### config.mk
export PLATFORM = sky130hd
export DESIGN_NAME = rh_port_bank
export DESIGN_NICKNAME = d
export VERILOG_FILES = /design/src/rtl/rh_port_pkg.sv /design/src/rtl/rh_tick_div.sv /design/src/rtl/rh_rst_timer.sv /design/src/rtl/rh_port_slice.sv /design/src/rtl/rh_port_bank.sv
export SDC_FILE = /design/constraint.sdc
export NUM_CORES = 1
export LEC_CHECK = 0
export CAP_MARGIN = 0
export CELL_PAD_IN_SITES_DETAIL_PLACEMENT = 2
export CELL_PAD_IN_SITES_GLOBAL_PLACEMENT = 2
export CORE_MARGIN = 2
export CORE_UTILIZATION = 36
export CTS_CLUSTER_SIZE = 24
export DETAILED_ROUTE_END_ITERATION = 6
export GPL_TIMING_DRIVEN = 0
export PLACE_DENSITY_LB_ADDON = 0.1
export SLEW_MARGIN = 15
export SYNTH_ARGS = -nofsm -noshare
export SYNTH_HDL_FRONTEND = slang
export SYNTH_HIERARCHICAL = 1
export SYNTH_SLANG_ARGS = --single-unit
### constraint.sdc
create_clock -name clk -period 2.7 [get_ports clk]
set_clock_uncertainty 0.2 [all_clocks]
set_input_delay 0.27 -clock clk [delete_from_list [all_inputs] [get_ports clk]]
set_output_delay 0.27 -clock clk [all_outputs]
set_load 0.05 [all_outputs]
### src/rtl/rh_port_pkg.sv
// Shared constants for the root hub port register bank.
// Assumes at most four ports, so a two-bit port index.
package rh_port_pkg;
    localparam int SEL_W = 2;
    localparam int MAX_PORTS = 4;

    // Status bit positions of a port word
    localparam int B_CCS  = 0;
    localparam int B_PES  = 1;
    localparam int B_PSS  = 2;
    localparam int B_POCI = 3;
    localparam int B_PRS  = 4;
    localparam int B_PPS  = 8;
    localparam int B_LSDA = 9;
    // Change flag positions
    localparam int B_CSC  = 16;
    localparam int B_PESC = 17;
    localparam int B_PSSC = 18;
    localparam int B_OCIC = 19;
    localparam int B_PRSC = 20;

    // Command bits within the low ten bits of a write
    localparam int C_DIS   = 0;
    localparam int C_EN    = 1;
    localparam int C_SUSP  = 2;
    localparam int C_RES   = 3;
    localparam int C_RST   = 4;
    localparam int C_PON   = 8;
    localparam int C_POFF  = 9;
    localparam logic [9:0] CMD_MASK = 10'h31F;
endpackage

### src/rtl/rh_tick_div.sv
// Free-running clock divider producing a one-cycle tick every
// CLK_PER_TICK clocks (1 kHz in normal use). Assumes CLK_PER_TICK >= 2.
module rh_tick_div #(
    parameter int CLK_PER_TICK = 50000
) (
    input  logic clk,
    input  logic rst_n,
    output logic tick_o
);
    localparam int CW = $clog2(CLK_PER_TICK);
    localparam logic [CW-1:0] LAST = CW'(CLK_PER_TICK - 1);

    logic [CW-1:0] cnt;

    // Count clocks and pulse the tick on wrap
    always_ff @(posedge clk) begin
        if (!rst_n) begin
            cnt    <= '0;
            tick_o <= 1'b0;
        end else begin
            tick_o <= (cnt == LAST);
            cnt    <= (cnt == LAST) ? '0 : cnt + 1'b1;
        end
    end
endmodule

### src/rtl/rh_rst_timer.sv
// Port reset sequencer. After start it stays busy until RESET_MS+1
// ticks have passed. This guarantees at least RESET_MS full periods.
// done_o pulses in the cycle whose edge drops busy. Abort stops the
// sequence without done.
module rh_rst_timer #(
    parameter int RESET_MS = 10
) (
    input  logic clk,
    input  logic rst_n,
    input  logic tick_i,
    input  logic start_i,
    input  logic abort_i,
    output logic busy_o,
    output logic done_o
);
    localparam int TW = $clog2(RESET_MS + 1);
    localparam logic [TW-1:0] LAST = TW'(RESET_MS);

    logic [TW-1:0] cnt;

    // Completion is a combinational strobe on the final tick
    assign done_o = busy_o && tick_i && (cnt == LAST) && !abort_i;

    // Track reset interval progress
    always_ff @(posedge clk) begin
        if (!rst_n) begin
            busy_o <= 1'b0;
            cnt    <= '0;
        end else if (abort_i) begin
            busy_o <= 1'b0;
        end else if (start_i && !busy_o) begin
            busy_o <= 1'b1;
            cnt    <= '0;
        end else if (busy_o && tick_i) begin
            if (cnt == LAST) busy_o <= 1'b0;
            else             cnt    <= cnt + 1'b1;
        end
    end
endmodule

### src/rtl/rh_port_slice.sv
// One port: live status, sticky change flags, a one-entry command slot
// held while a transaction is busy, and the reset sequencer.
// Assumes the line inputs are already synchronous to clk.
module rh_port_slice
    import rh_port_pkg::*;
#(
    parameter int RESET_MS = 10
) (
    input  logic        clk,
    input  logic        rst_n,
    input  logic        tick_i,
    input  logic        busy_i,
    input  logic        wr_i,
    input  logic [9:0]  cmd_i,
    input  logic [4:0]  clr_i,
    input  logic        attach_i,
    input  logic        lowspeed_i,
    input  logic        ovc_i,
    output logic [31:0] word_o
);
    logic ccs, pes, pss, poci, pps, lsda;
    logic csc, pesc, pssc, ocic, prsc;
    logic ccs_n, pes_n, pss_n, poci_n, pps_n, lsda_n;
    logic csc_n, pesc_n, pssc_n, ocic_n, prsc_n;
    logic prs, rst_done, rst_start, conn_fall, ovc_rise, resume;
    logic [9:0] cmd_in, pend_cmd, exec;
    logic       pend_v, has_cmd;
    logic [4:0] clr;

    assign cmd_in  = cmd_i & CMD_MASK;
    assign has_cmd = wr_i && (|cmd_in);
    assign clr     = wr_i ? clr_i : 5'b0;

    // Pick the command to apply this cycle: a fresh write wins over the slot
    always_comb begin
        exec = '0;
        if (!busy_i) begin
            if (has_cmd)     exec = cmd_in;
            else if (pend_v) exec = pend_cmd;
        end
    end

    // Hold one command while busy; a later write replaces it
    always_ff @(posedge clk) begin
        if (!rst_n) begin
            pend_v   <= 1'b0;
            pend_cmd <= '0;
        end else if (busy_i) begin
            if (has_cmd) begin
                pend_v   <= 1'b1;
                pend_cmd <= cmd_in;
            end
        end else begin
            pend_v <= 1'b0;
        end
    end

    // Next live status from commands and line inputs
    always_comb begin
        pps_n = pps;
        if (exec[C_PON])  pps_n = 1'b1;
        if (exec[C_POFF]) pps_n = 1'b0;

        ccs_n     = attach_i && pps;
        poci_n    = ovc_i;
        conn_fall = ccs && !ccs_n;
        ovc_rise  = !poci && poci_n;
        lsda_n    = lowspeed_i && ccs_n;

        pes_n = pes;
        if (exec[C_EN] && ccs) pes_n = 1'b1;
        if (rst_done)          pes_n = 1'b1;
        if (exec[C_DIS])       pes_n = 1'b0;
        if (conn_fall || ovc_rise || exec[C_POFF]) pes_n = 1'b0;

        resume = exec[C_RES] && pss;
        pss_n  = pss;
        if (exec[C_SUSP] && pes) pss_n = 1'b1;
        if (exec[C_RES])         pss_n = 1'b0;
        if (!pes_n)              pss_n = 1'b0;

        rst_start = exec[C_RST] && ccs && !conn_fall;
    end

    // Next change flags: hardware set outranks a same-cycle clear
    always_comb begin
        csc_n  = (csc  && !clr[0]) || (ccs != ccs_n);
        pesc_n = (pesc && !clr[1]) || (pes && (conn_fall || ovc_rise));
        pssc_n = (pssc && !clr[2]) || resume;
        ocic_n = (ocic && !clr[3]) || (poci != poci_n);
        prsc_n = (prsc && !clr[4]) || rst_done;
    end

    // Register status and flags
    always_ff @(posedge clk) begin
        if (!rst_n) begin
            {ccs, pes, pss, poci, pps, lsda}  <= '0;
            {csc, pesc, pssc, ocic, prsc}     <= '0;
        end else begin
            {ccs, pes, pss, poci, pps, lsda}  <= {ccs_n, pes_n, pss_n, poci_n, pps_n, lsda_n};
            {csc, pesc, pssc, ocic, prsc}     <= {csc_n, pesc_n, pssc_n, ocic_n, prsc_n};
        end
    end

    rh_rst_timer #(.RESET_MS(RESET_MS)) u_timer (
        .clk     (clk),
        .rst_n   (rst_n),
        .tick_i  (tick_i),
        .start_i (rst_start),
        .abort_i (conn_fall),
        .busy_o  (prs),
        .done_o  (rst_done)
    );

    assign word_o = {11'b0, prsc, ocic, pssc, pesc, csc,
                     6'b0, lsda, pps, 3'b0, prs, poci, pss, pes, ccs};
endmodule

### src/rtl/rh_port_bank.sv
// Top of the root hub port register bank: NUM_PORTS port slices, a
// shared 1 kHz tick and a read multiplexer. Assumes NUM_PORTS <= 4.
module rh_port_bank
    import rh_port_pkg::*;
#(
    parameter int NUM_PORTS    = 4,
    parameter int CLK_PER_TICK = 50000,
    parameter int RESET_MS     = 10
) (
    input  logic                 clk,
    input  logic                 rst_n,
    input  logic [SEL_W-1:0]     reg_sel,
    input  logic                 reg_wr,
    input  logic [31:0]          reg_wdata,
    output logic [31:0]          reg_rdata,
    input  logic                 xact_busy,
    input  logic [NUM_PORTS-1:0] line_attach,
    input  logic [NUM_PORTS-1:0] line_lowspeed,
    input  logic [NUM_PORTS-1:0] line_ovc
);
    logic tick;
    logic [NUM_PORTS-1:0][31:0] port_word;
    logic unused_wbits;

    assign unused_wbits = ^{reg_wdata[31:21], reg_wdata[15:10]};

    rh_tick_div #(.CLK_PER_TICK(CLK_PER_TICK)) u_div (
        .clk    (clk),
        .rst_n  (rst_n),
        .tick_o (tick)
    );

    for (genvar p = 0; p < NUM_PORTS; p++) begin : g_port
        rh_port_slice #(.RESET_MS(RESET_MS)) u_slice (
            .clk        (clk),
            .rst_n      (rst_n),
            .tick_i     (tick),
            .busy_i     (xact_busy),
            .wr_i       (reg_wr && (reg_sel == SEL_W'(p))),
            .cmd_i      (reg_wdata[9:0]),
            .clr_i      (reg_wdata[20:16]),
            .attach_i   (line_attach[p]),
            .lowspeed_i (line_lowspeed[p]),
            .ovc_i      (line_ovc[p]),
            .word_o     (port_word[p])
        );
    end

    // Return the selected port word, zero for unimplemented indices
    always_comb begin
        reg_rdata = '0;
        for (int p = 0; p < NUM_PORTS; p++) begin
            if (reg_sel == SEL_W'(p)) reg_rdata = port_word[p];
        end
    end
endmodule

==> results of run 1 <==
==> cell type report <==
| cell class | instances | area (um2) |
|---|---|---|
| Tap cell | 265 | 332 |
| Fill cell | 2193 | 10800 |
| Multi-Input combinational cell | 564 | 4060 |
| Timing Repair Buffer | 42 | 413 |
| Clock inverter | 5 | 52.6 |
| Sequential cell | 113 | 2260 |
| Clock buffer | 25 | 505 |
| Inverter | 26 | 103 |
| Buffer | 153 | 1160 |
==> critical path, delay by kind of cell, from the launching register on <==
kind / cells / cell delay [ps]
buf+inv: 2 / 880
flops: 1 / 340
mux: 1 / 520
==> placed cells by master (no fill, tap or decap), types with 5 or more instances in the layout <==
| cell | count |
|---|---|
| xor2_1 | 7 |
| and2_1 | 8 |
| nand2_1 | 67 |
| and3_1 | 6 |
| a31o_2 | 8 |
| clkdlybuf4s50_1 | 28 |
| xnor2_1 | 7 |
| clkbuf_16 | 17 |
| a21oi_2 | 5 |
| buf_4 | 130 |
| mux2i_1 | 24 |
| conb_1 | 80 |
| clkbuf_8 | 5 |
| mux4_2 | 28 |
| and3b_1 | 6 |
| nor3b_1 | 5 |
| clkbuf_1 | 7 |
| nand4_1 | 9 |
| buf_2 | 13 |
| a21boi_1 | 8 |
| or3_1 | 8 |
| a31oi_1 | 8 |
| ha_1 | 17 |
| nand3_1 | 21 |
| dlygate4sd2_1 | 6 |
| o211ai_1 | 8 |
| a311o_1 | 8 |
| nand3b_1 | 8 |
| nor3_1 | 6 |
| a21oi_1 | 43 |
| inv_1 | 22 |
| nor2_1 | 78 |
| o21ai_0 | 8 |
| buf_6 | 6 |
| dfxtp_1 | 113 |
==> final timing paths <==
| path | cells after the start | slack, ps | startpoint | to |
|---|---|---|---|---|
| worst min register to register | 2 | 270 | g_port[2].u_slice/csc | g_port[2].u_slice/csc |
| worst max-delay path | 3 | 70 | g_port[0].u_slice/pss | reg_rdata[2] |
| worst max register to register | 7 | 180 | g_port[0].u_slice/pps | g_port[0].u_slice/pss |
| worst min-delay path | 3 | 30 | xact_busy | g_port[2].u_slice/pend_v |
==> timing repair <==
action	in CTS	in global routing
hold endpoints to repair	3	0
hold buffers	1	0
buffers inserted	0	2
pin swaps	0	1
gates resized for setup	12	6
endpoints found under the setup margin	17	2
==> metrics by stage <==
step	TNS, ps	hold WS (ps)
floorplan	0	186
global placement	-45240	249
detailed placement	-10570	258
CTS	0	8.36
global route	0	13.8
finish	0	28.7
==> cells by family (layout without fill, tap and decap cells) <==
| family | Yosys count | count (layout) |
|---|---|---|
| AO/OA/AOI/OAI | 132 | 132 |
| XOR/XNOR | 14 | 14 |
| adder cells (fa/ha/maj) | 17 | 17 |
| buffers and inverters | 179 | 251 |
| flip-flops | 113 | 113 |
| multiplexers | 56 | 56 |
| other | 4 | 80 |
| AND/OR/NAND/NOR | 265 | 265 |
==> per-layer routing <==
layer  vias up  track usage [%]  part of all wire [%]
met5         -                0                     0
met4         0             6.75                   1.7
met3        34             3.72                   2.9
met2       107             39.7                    52
met1      3086             25.9                    44
li1       2879                -                     -
==> power breakdown <==
part / switching [mW] / leakage, nW / total (mW) / internal, mW
combinational: 0.380 / 2.44 / 0.643 / 0.263
clock: 0.771 / 0.275 / 2.14 / 1.37
sequential: 0.0210 / 0.914 / 1.72 / 1.70
total: 1.17 / 3.63 / 4.50 / 3.33
==> results.ini, run 1 <==
[finish]
area_growth_pct = 22.2
final_util_pct = 45.2
finalInstanceArea_um2 = 8880
drive_gt1_share_pct = 27.8
reg.largest.list = g_port.u_slice/pend_cmd x28, g_port.u_slice/u_timer/cnt x16, u_div/cnt x16
regMostFlops = g_port.u_slice/pend_cmd
largest_reg_flops = 28
final_nets = 984
diodes = 0
finalNonFillerCells = 1193

[floorplan]
die_w_um = 146
die_area_um2 = 21400
core_um2 = 19700
io_pins = 82
start_util_pct = 37.0
rows = 51
die_h_um = 146

[timing]
finalSetupViolCount = 0
period_share_pct = 97.4
max_slew.worst_pin.slew_ps = 933
hold_viol = 0
rsz0062_at_grt = false
min_period_ps = 2630
drv_slew = 0
slew_headroom_pct = 37.8
setup_slack_ps = 69.6
clock.fmax_mhz = 380

[synthesis]
synth_area_leader_cell = dfxtp_1
ys_ff_latch = 113
synthArstFlopShare_pct = 0
yosysSeqAreaShare_pct = 31.1
synth_top_area_share_pct = 31.1
synth-simple-area-share_pct = 19.9
netlist_instances = 780
syn_avg_cell_area_um2 = 9.32
yosysWarnings = 6
synthMuxAreaShare_pct = 13.4
synth-adder-area-share_pct = 2.92
synth_top_family_by_area = simple AND/OR/NAND/NOR gates
synthTopCellsByArea = dfxtp_1 31%, buf_4 13%, mux4_2 8.7%
netlist_area_um2 = 7270
synth_common_cells = 128 x buf_4, 113 x dfxtp_1, 78 x nor2_1
yosys.area_share.xor_xnor_pct = 1.69
synth-edff-count = 0
synthFlopType = dfxtp_1
post-synth-top-count-cell = buf_4
yosys.cell_types.count = 58
synth_compound_area_share_pct = 13.4

[drt]
postRouteAntennaNets = 0
avgViaCountPerCell = 5.12
vias = 6106
drc = 0
dr.pass1.iters = 5
drt_wl_total_mm = 22.5
wire_per_inst_um = 18.9
drt_iter0_drc = 241

[place]
post-place-ws_ps = -847
dp.cells = 1160
io_buffers = 38
place_area_um2 = 8290
post-dp-hpwl_mm = 16.7
routabilityCongestion = 0.822

[run]
maxCapViolCount = 0

[pwr]
power_mw = 4.50
powerDensity_nw_per_um2 = 506
p_leak_nw = 3.63
ir_worst_vdd_mv = 0.445

[cts]
worstSkewPairLatency_ps = 420
clk_pin_slew_ps = 50
clockBufferDepth = 2
htreeDepth = 4
cts.sinks = 113
numCtsBuffers = 17
cts_tree = yes
cts_root_buf = clkbuf_16

[outcome]
run_status = finished, final reports clean

[global_route]
grt_max_degree = 28
antenna_found_initial = 0
gr-total-overflow = 0
grt_usage_pct = 21.7
grt_pass1_vias = 6950
grt_first_pass_wirelength_mm = 36.6

[worst_setup_path]
endpoint_kind = primary output
worstPathArrival_ps = 2160
cp.required_ps = 2230
cp_cell_sequence = buf_4, mux4_1, clkdlybuf4s50_1
slowest_stage = clkdlybuf4s50_1
max_stage_delay_ps = 730
cp-start-kind = register
cp_max_fo = 3
crit_type = register to primary output

[hold_path]
hold_class = input pin to register

Power figures use the tool's default switching activity.
==> inputs of run 2 (changes only) <==
Settings changed: CORE_UTILIZATION 36 to 40, DONT_BUFFER_PORTS from default to 1, SKIP_LAST_GASP from default to 1.
==> run 2 against run 1 <==
Sequential power is essentially flat. Maximum frequency grew 1.7%. Worst hold slack lost 12 ps. Non-clock buffer count shrank 12. Clock-buffer cell count shrank 7. Wire length grew 15%. Register-to-register slack lost 70 ps. Critical path depth grew 5. Combinational power shrank 3%. First-iteration DRC count grew 46%. Worst setup slack gained 45 ps. Critical path type is now register to register. Largest cell class unchanged. Highest routed layer unchanged.
==> results.ini, run 2 (synthesis gave the netlist of run 1 again) <==
[outcome]
run_status = finished, final reports clean

[floorplan]
rows = 49
start_util_pct = 40.6
core_um2 = 17900
die_area_um2 = 19300
io_pins = 82
die_h_um = 139
die_w_um = 139

[worst_setup_path]
worstPathArrival_ps = 2680
cp_max_fo = 6
cp-start-kind = register
rr_startpoint = g_port[0].u_slice/pps
reg2reg_setup_slack_ps = 110
endpoint_kind = register
crit_type = register to register
reg2reg_to = g_port[0].u_slice/u_timer/cnt[3]
ff2ff_path_depth = 8
cp.required_ps = 2800

[cts]
htreeDepth = 4
numCtsBuffers = 17
cts.sinks = 113
cts_tree = yes
clk_pin_slew_ps = 60
cts_root_buf = clkbuf_16
clockBufferDepth = 2
worstSkewPairLatency_ps = 420

[global_route]
gr-total-overflow = 0
antenna_found_initial = 0
grt_usage_pct = 27.7
grt_max_degree = 46
grt_first_pass_wirelength_mm = 41.1
grt_pass1_vias = 7054

[finish]
finalInstanceArea_um2 = 8790
final_nets = 972
largest_reg_flops = 28
final_common_cell = buf_4
final_cell_mix = 129 x buf_4, 113 x dfxtp_1, 80 x conb_1, 77 x nor2_1, 67 x nand2_1
drive_gt1_share_pct = 27.9
regMostFlops = g_port.u_slice/pend_cmd
nFillCells = 1930
area_growth_pct = 20.9
reg.largest.list = g_port.u_slice/pend_cmd x28, g_port.u_slice/u_timer/cnt x16, u_div/cnt x16
diodes = 0
final_util_pct = 49.1

[timing]
min_period_ps = 2590
fin_setup_tns_ps = 0
slew_headroom_pct = 56.3
hold_viol = 0
max_slew.worst_pin.slew_ps = 653
finalSetupViolCount = 0
clock.fmax_mhz = 387
drv_slew = 0
rsz0062_at_grt = false
period_share_pct = 95.8
whs_ps = 17.1

[pwr]
powerDensity_nw_per_um2 = 539
p_leak_nw = 3.57
ir_worst_vdd_mv = 0.430
power_mw = 4.74

[drt]
postRouteAntennaNets = 0
drt_wl_total_mm = 25.9
vias = 6312
drt_iter0_drc = 353
wire_per_inst_um = 22.6
drc = 0
avgViaCountPerCell = 5.50
dr.pass1.iters = 5

[hold_path]
worstHoldEndpoint = g_port[3].u_slice/pss
worstHoldStart = rst_n
hold_class = input pin to register
hold_depth = 3

[place]
post-dp-hpwl_mm = 16.7
routabilityCongestion = 0.838
io_buffers = 0
place_area_um2 = 7850

[run]
maxCapViolCount = 0

run 2: cell count changes in the layout (fill, tap and decap cells not counted), sizes merged, moves of 3 or more:
| cell | change |
|---|---|
| bufinv | +3 |
| clkdlybuf4s50 | -28 |
| dlygate4sd3 | +27 |
| clkinvlp | +4 |
| dlygate4sd2 | -6 |
| clkbuf | -9 |
run 2: area by class of cell:
type                            count  area [um2]  area share, %
Buffer                            153        1160           13.2
Clock buffer                       18         429           4.88
Clock inverter                     14         190           2.16
Inverter                           26         103           1.17
Multi-Input combinational cell    564        4050           46.1
Sequential cell                   113        2260           25.7
Tap cell                          229         287           3.26
Timing Repair Buffer               30         308           3.50
run 2: worst max path at each step:
stage | start | to | slack, ps | cells past startpoint
after floorplan | reg_sel[1] | g_port[0].u_slice/u_timer/cnt[3] | 290 | 9
after global placement | reg_sel[1] | g_port[0].u_slice/u_timer/cnt[3] | -330 | 9
after detailed placement | reg_sel[1] | g_port[0].u_slice/u_timer/cnt[3] | -440 | 9
after CTS | g_port[0].u_slice/pps | g_port[0].u_slice/u_timer/cnt[3] | 80 | 8
after global routing | g_port[0].u_slice/pps | g_port[0].u_slice/u_timer/cnt[3] | 20 | 8
final | g_port[0].u_slice/pps | g_port[0].u_slice/u_timer/cnt[3] | 110 | 8
run 2: critical path, cell delays in order (launching register included):
cell	delay [ps]
dfxtp_1	410
nand2_1	140
ha_1	320
nor2_1	140
nand2_1	120
a21oi_4	220
or3b_1	450
o211a_1	180
o31a_1	270
run 2: what timing repair did:
item	CTS	global route
hold endpoints to repair	111	0
hold buffers	29	0
buffers inserted	0	1
setup endpoints to repair	1	3
resized for setup	2	2
gates cloned	0	0
run 2: stage by stage:
| step | worst slack [ps] | instances |
|---|---|---|
| 2_1_floorplan | 291 | 856 |
| 3_3_place_gp | -329 | 1085 |
| 3_5_place_dp | -445 | 1085 |
| 4_1_cts | 76.1 | 1146 |
| 5_1_grt | 15.9 | 1147 |
| 6_report | 115 | 1147 |
run 2: power breakdown:
part,switching (mW),total (mW),internal [mW]
sequential,0.0219,1.72,1.69
clock,0.861,2.40,1.54
combinational,0.372,0.624,0.253
run 2: per-layer routing:
metal  track usage, %  wire length (um)  vias to the layer above  part of all wire, %
li1                 -                 -                     2859                    -
met4             13.0              1090                        0                  4.2
met2             49.0             13300                      159                   51
met1             32.9             10600                     3234                   41
met3             4.42               988                       60                  3.8
met5                0                 0                        -                    0
==> inputs of run 3 (changes only) <==
Settings changed: CORE_MARGIN 2 to default, CORE_UTILIZATION 40 to 42, CTS_BUF_LIST from default to sky130_fd_sc_hd__clkbuf_2 sky130_fd_sc_hd__clkbuf_4 sky130_fd_sc_hd__clkbuf_8.
==> run 3 against run 2 <==
Critical path depth unchanged. Via count increased by 0.44%. Final cell count decreased by 0.87%. Register-to-register slack got worse by 90 ps. Die area decreased by 7.4%. Maximum frequency decreased by 3.3%. Critical endpoint unchanged. Highest routed layer unchanged.
==> results.ini, run 3 (synthesis gave the netlist of run 1 again) <==
[outcome]
run_status = finished, final reports clean

[timing]
period_share_pct = 99.0
hold_viol = 0
clock.fmax_mhz = 374
min_period_ps = 2670
max_slew.worst_pin.slew_ps = 675
drv_slew = 0
whs_ps = 21.8
rsz0062_at_grt = false
slew_headroom_pct = 54.8
finalSetupViolCount = 0

[finish]
final_nets = 971
area_growth_pct = 17.4
register_area_um2 = 2260
multi_input_area_um2 = 4040
finalInstanceArea_um2 = 8540
drive_gt1_share_pct = 27.8
finalNonFillerCells = 1137
regMostFlops = g_port.u_slice/pend_cmd
diodes = 0
final_cell_mix = 128 x buf_4, 113 x dfxtp_1, 80 x conb_1, 77 x nor2_1, 67 x nand2_1
reg.largest.list = g_port.u_slice/pend_cmd x28, g_port.u_slice/u_timer/cnt x16, u_div/cnt x16
nFillCells = 1827
final_util_pct = 51.0
final_common_cell = buf_4
largest_reg_flops = 28

[worst_setup_path]
ff2ff_path_depth = 8
worstPathArrival_ps = 2820
reg2reg_setup_slack_ps = 30
crit_type = register to register
cp.required_ps = 2850
cp-start-kind = register
cp_max_fo = 6
endpoint_kind = register

[place]
post-dp-hpwl_mm = 16.8
io_buffers = 0
dp.cells = 1076
place_area_um2 = 7830
routabilityCongestion = 0.836

[cts]
cts.sinks = 113
numCtsBuffers = 17
clockBufferDepth = 2
worstSkewPairLatency_ps = 460
post_cts_buffers = 0
clk_pin_slew_ps = 80
cts_tree = yes
htreeDepth = 4
cts_root_buf = clkbuf_8

[drt]
wire_per_inst_um = 23.7
avgViaCountPerCell = 5.58
drt_iter0_drc = 275
vias = 6340
drt_wl_total_mm = 26.9
drc = 0
dr.pass1.iters = 4
postRouteAntennaNets = 0

[floorplan]
die_h_um = 134
core_um2 = 16800
die_area_um2 = 17800
start_util_pct = 43.4
io_pins = 82
die_w_um = 134
rows = 47

[hold_path]
hold_class = input pin to register
hold_depth = 4

[pwr]
ir_worst_vdd_mv = 0.312
powerDensity_nw_per_um2 = 465
p_leak_nw = 3.46

[run]
maxCapViolCount = 0

[global_route]
gr-total-overflow = 0
grt_max_degree = 48
grt_pass1_vias = 7144
antenna_found_initial = 0
grt_first_pass_wirelength_mm = 41.8
grt_usage_pct = 31.6

==> run 3: area by class of cell <==
cell class / count / share of cell area (%)
Timing Repair Buffer: 29 / 3.52
Clock buffer: 20 / 3.08
Inverter: 26 / 1.20
Sequential cell: 113 / 26.5
Buffer: 153 / 13.6
Tap cell: 220 / 3.22
Multi-Input combinational cell: 564 / 47.3
Clock inverter: 12 / 1.60
==> run 3: routing by layer <==
layer  global-route usage (%)  vias to the layer above  wire length (um)
li1                         -                     2853                 -
met4                     18.2                        0              1490
met3                     6.09                       83              1290
met1                     35.7                     3208             10500
met2                     55.5                      196             13600
met5                        0                        -                 0
==> run 3: report_power, final <==
part           total [mW]  internal (mW)  switching [mW]  leakage [nW]
Combinational       0.636          0.252           0.383          2.36
Clock                1.62          0.863           0.757         0.184
Sequential           1.71           1.69          0.0232         0.914
==> run 3: through the flow <==
step           setup TNS, ps  power (mW)  setup slack, ps
2_1_floorplan              0        2.20              291
3_3_place_gp            -542        2.25             -240
3_5_place_dp           -1160        2.27             -289
4_1_cts                    0        3.97             90.6
5_1_grt                    0        4.11             16.1
6_report                   0        3.97             27.5
==> run 3: final timing paths <==
path | end | from
setup / recovery | g_port[0].u_slice/u_timer/cnt[3] | g_port[0].u_slice/pps
hold / removal | g_port[3].u_slice/u_timer/busy_o | reg_wdata[4]
setup reg to reg | g_port[0].u_slice/u_timer/cnt[3] | g_port[0].u_slice/pps
hold reg to reg | g_port[3].u_slice/pesc | g_port[3].u_slice/pesc
==> run 3: timing repair <==
item | 4_1_cts | 5_1_grt
gates resized for setup | 0 | 2
hold endpoints to repair | 113 | 0
setup endpoints to repair | 0 | 2
hold buffers | 29 | 0
==> run 3: critical path: stages (launching register included) <==
cell     delay, ps
dfxtp_1        430
nand2_1        150
ha_1           320
nor2_1         140
nand2_1         80
a21oi_1        360
or3b_1         480
o211a_1        170
o31a_1         230
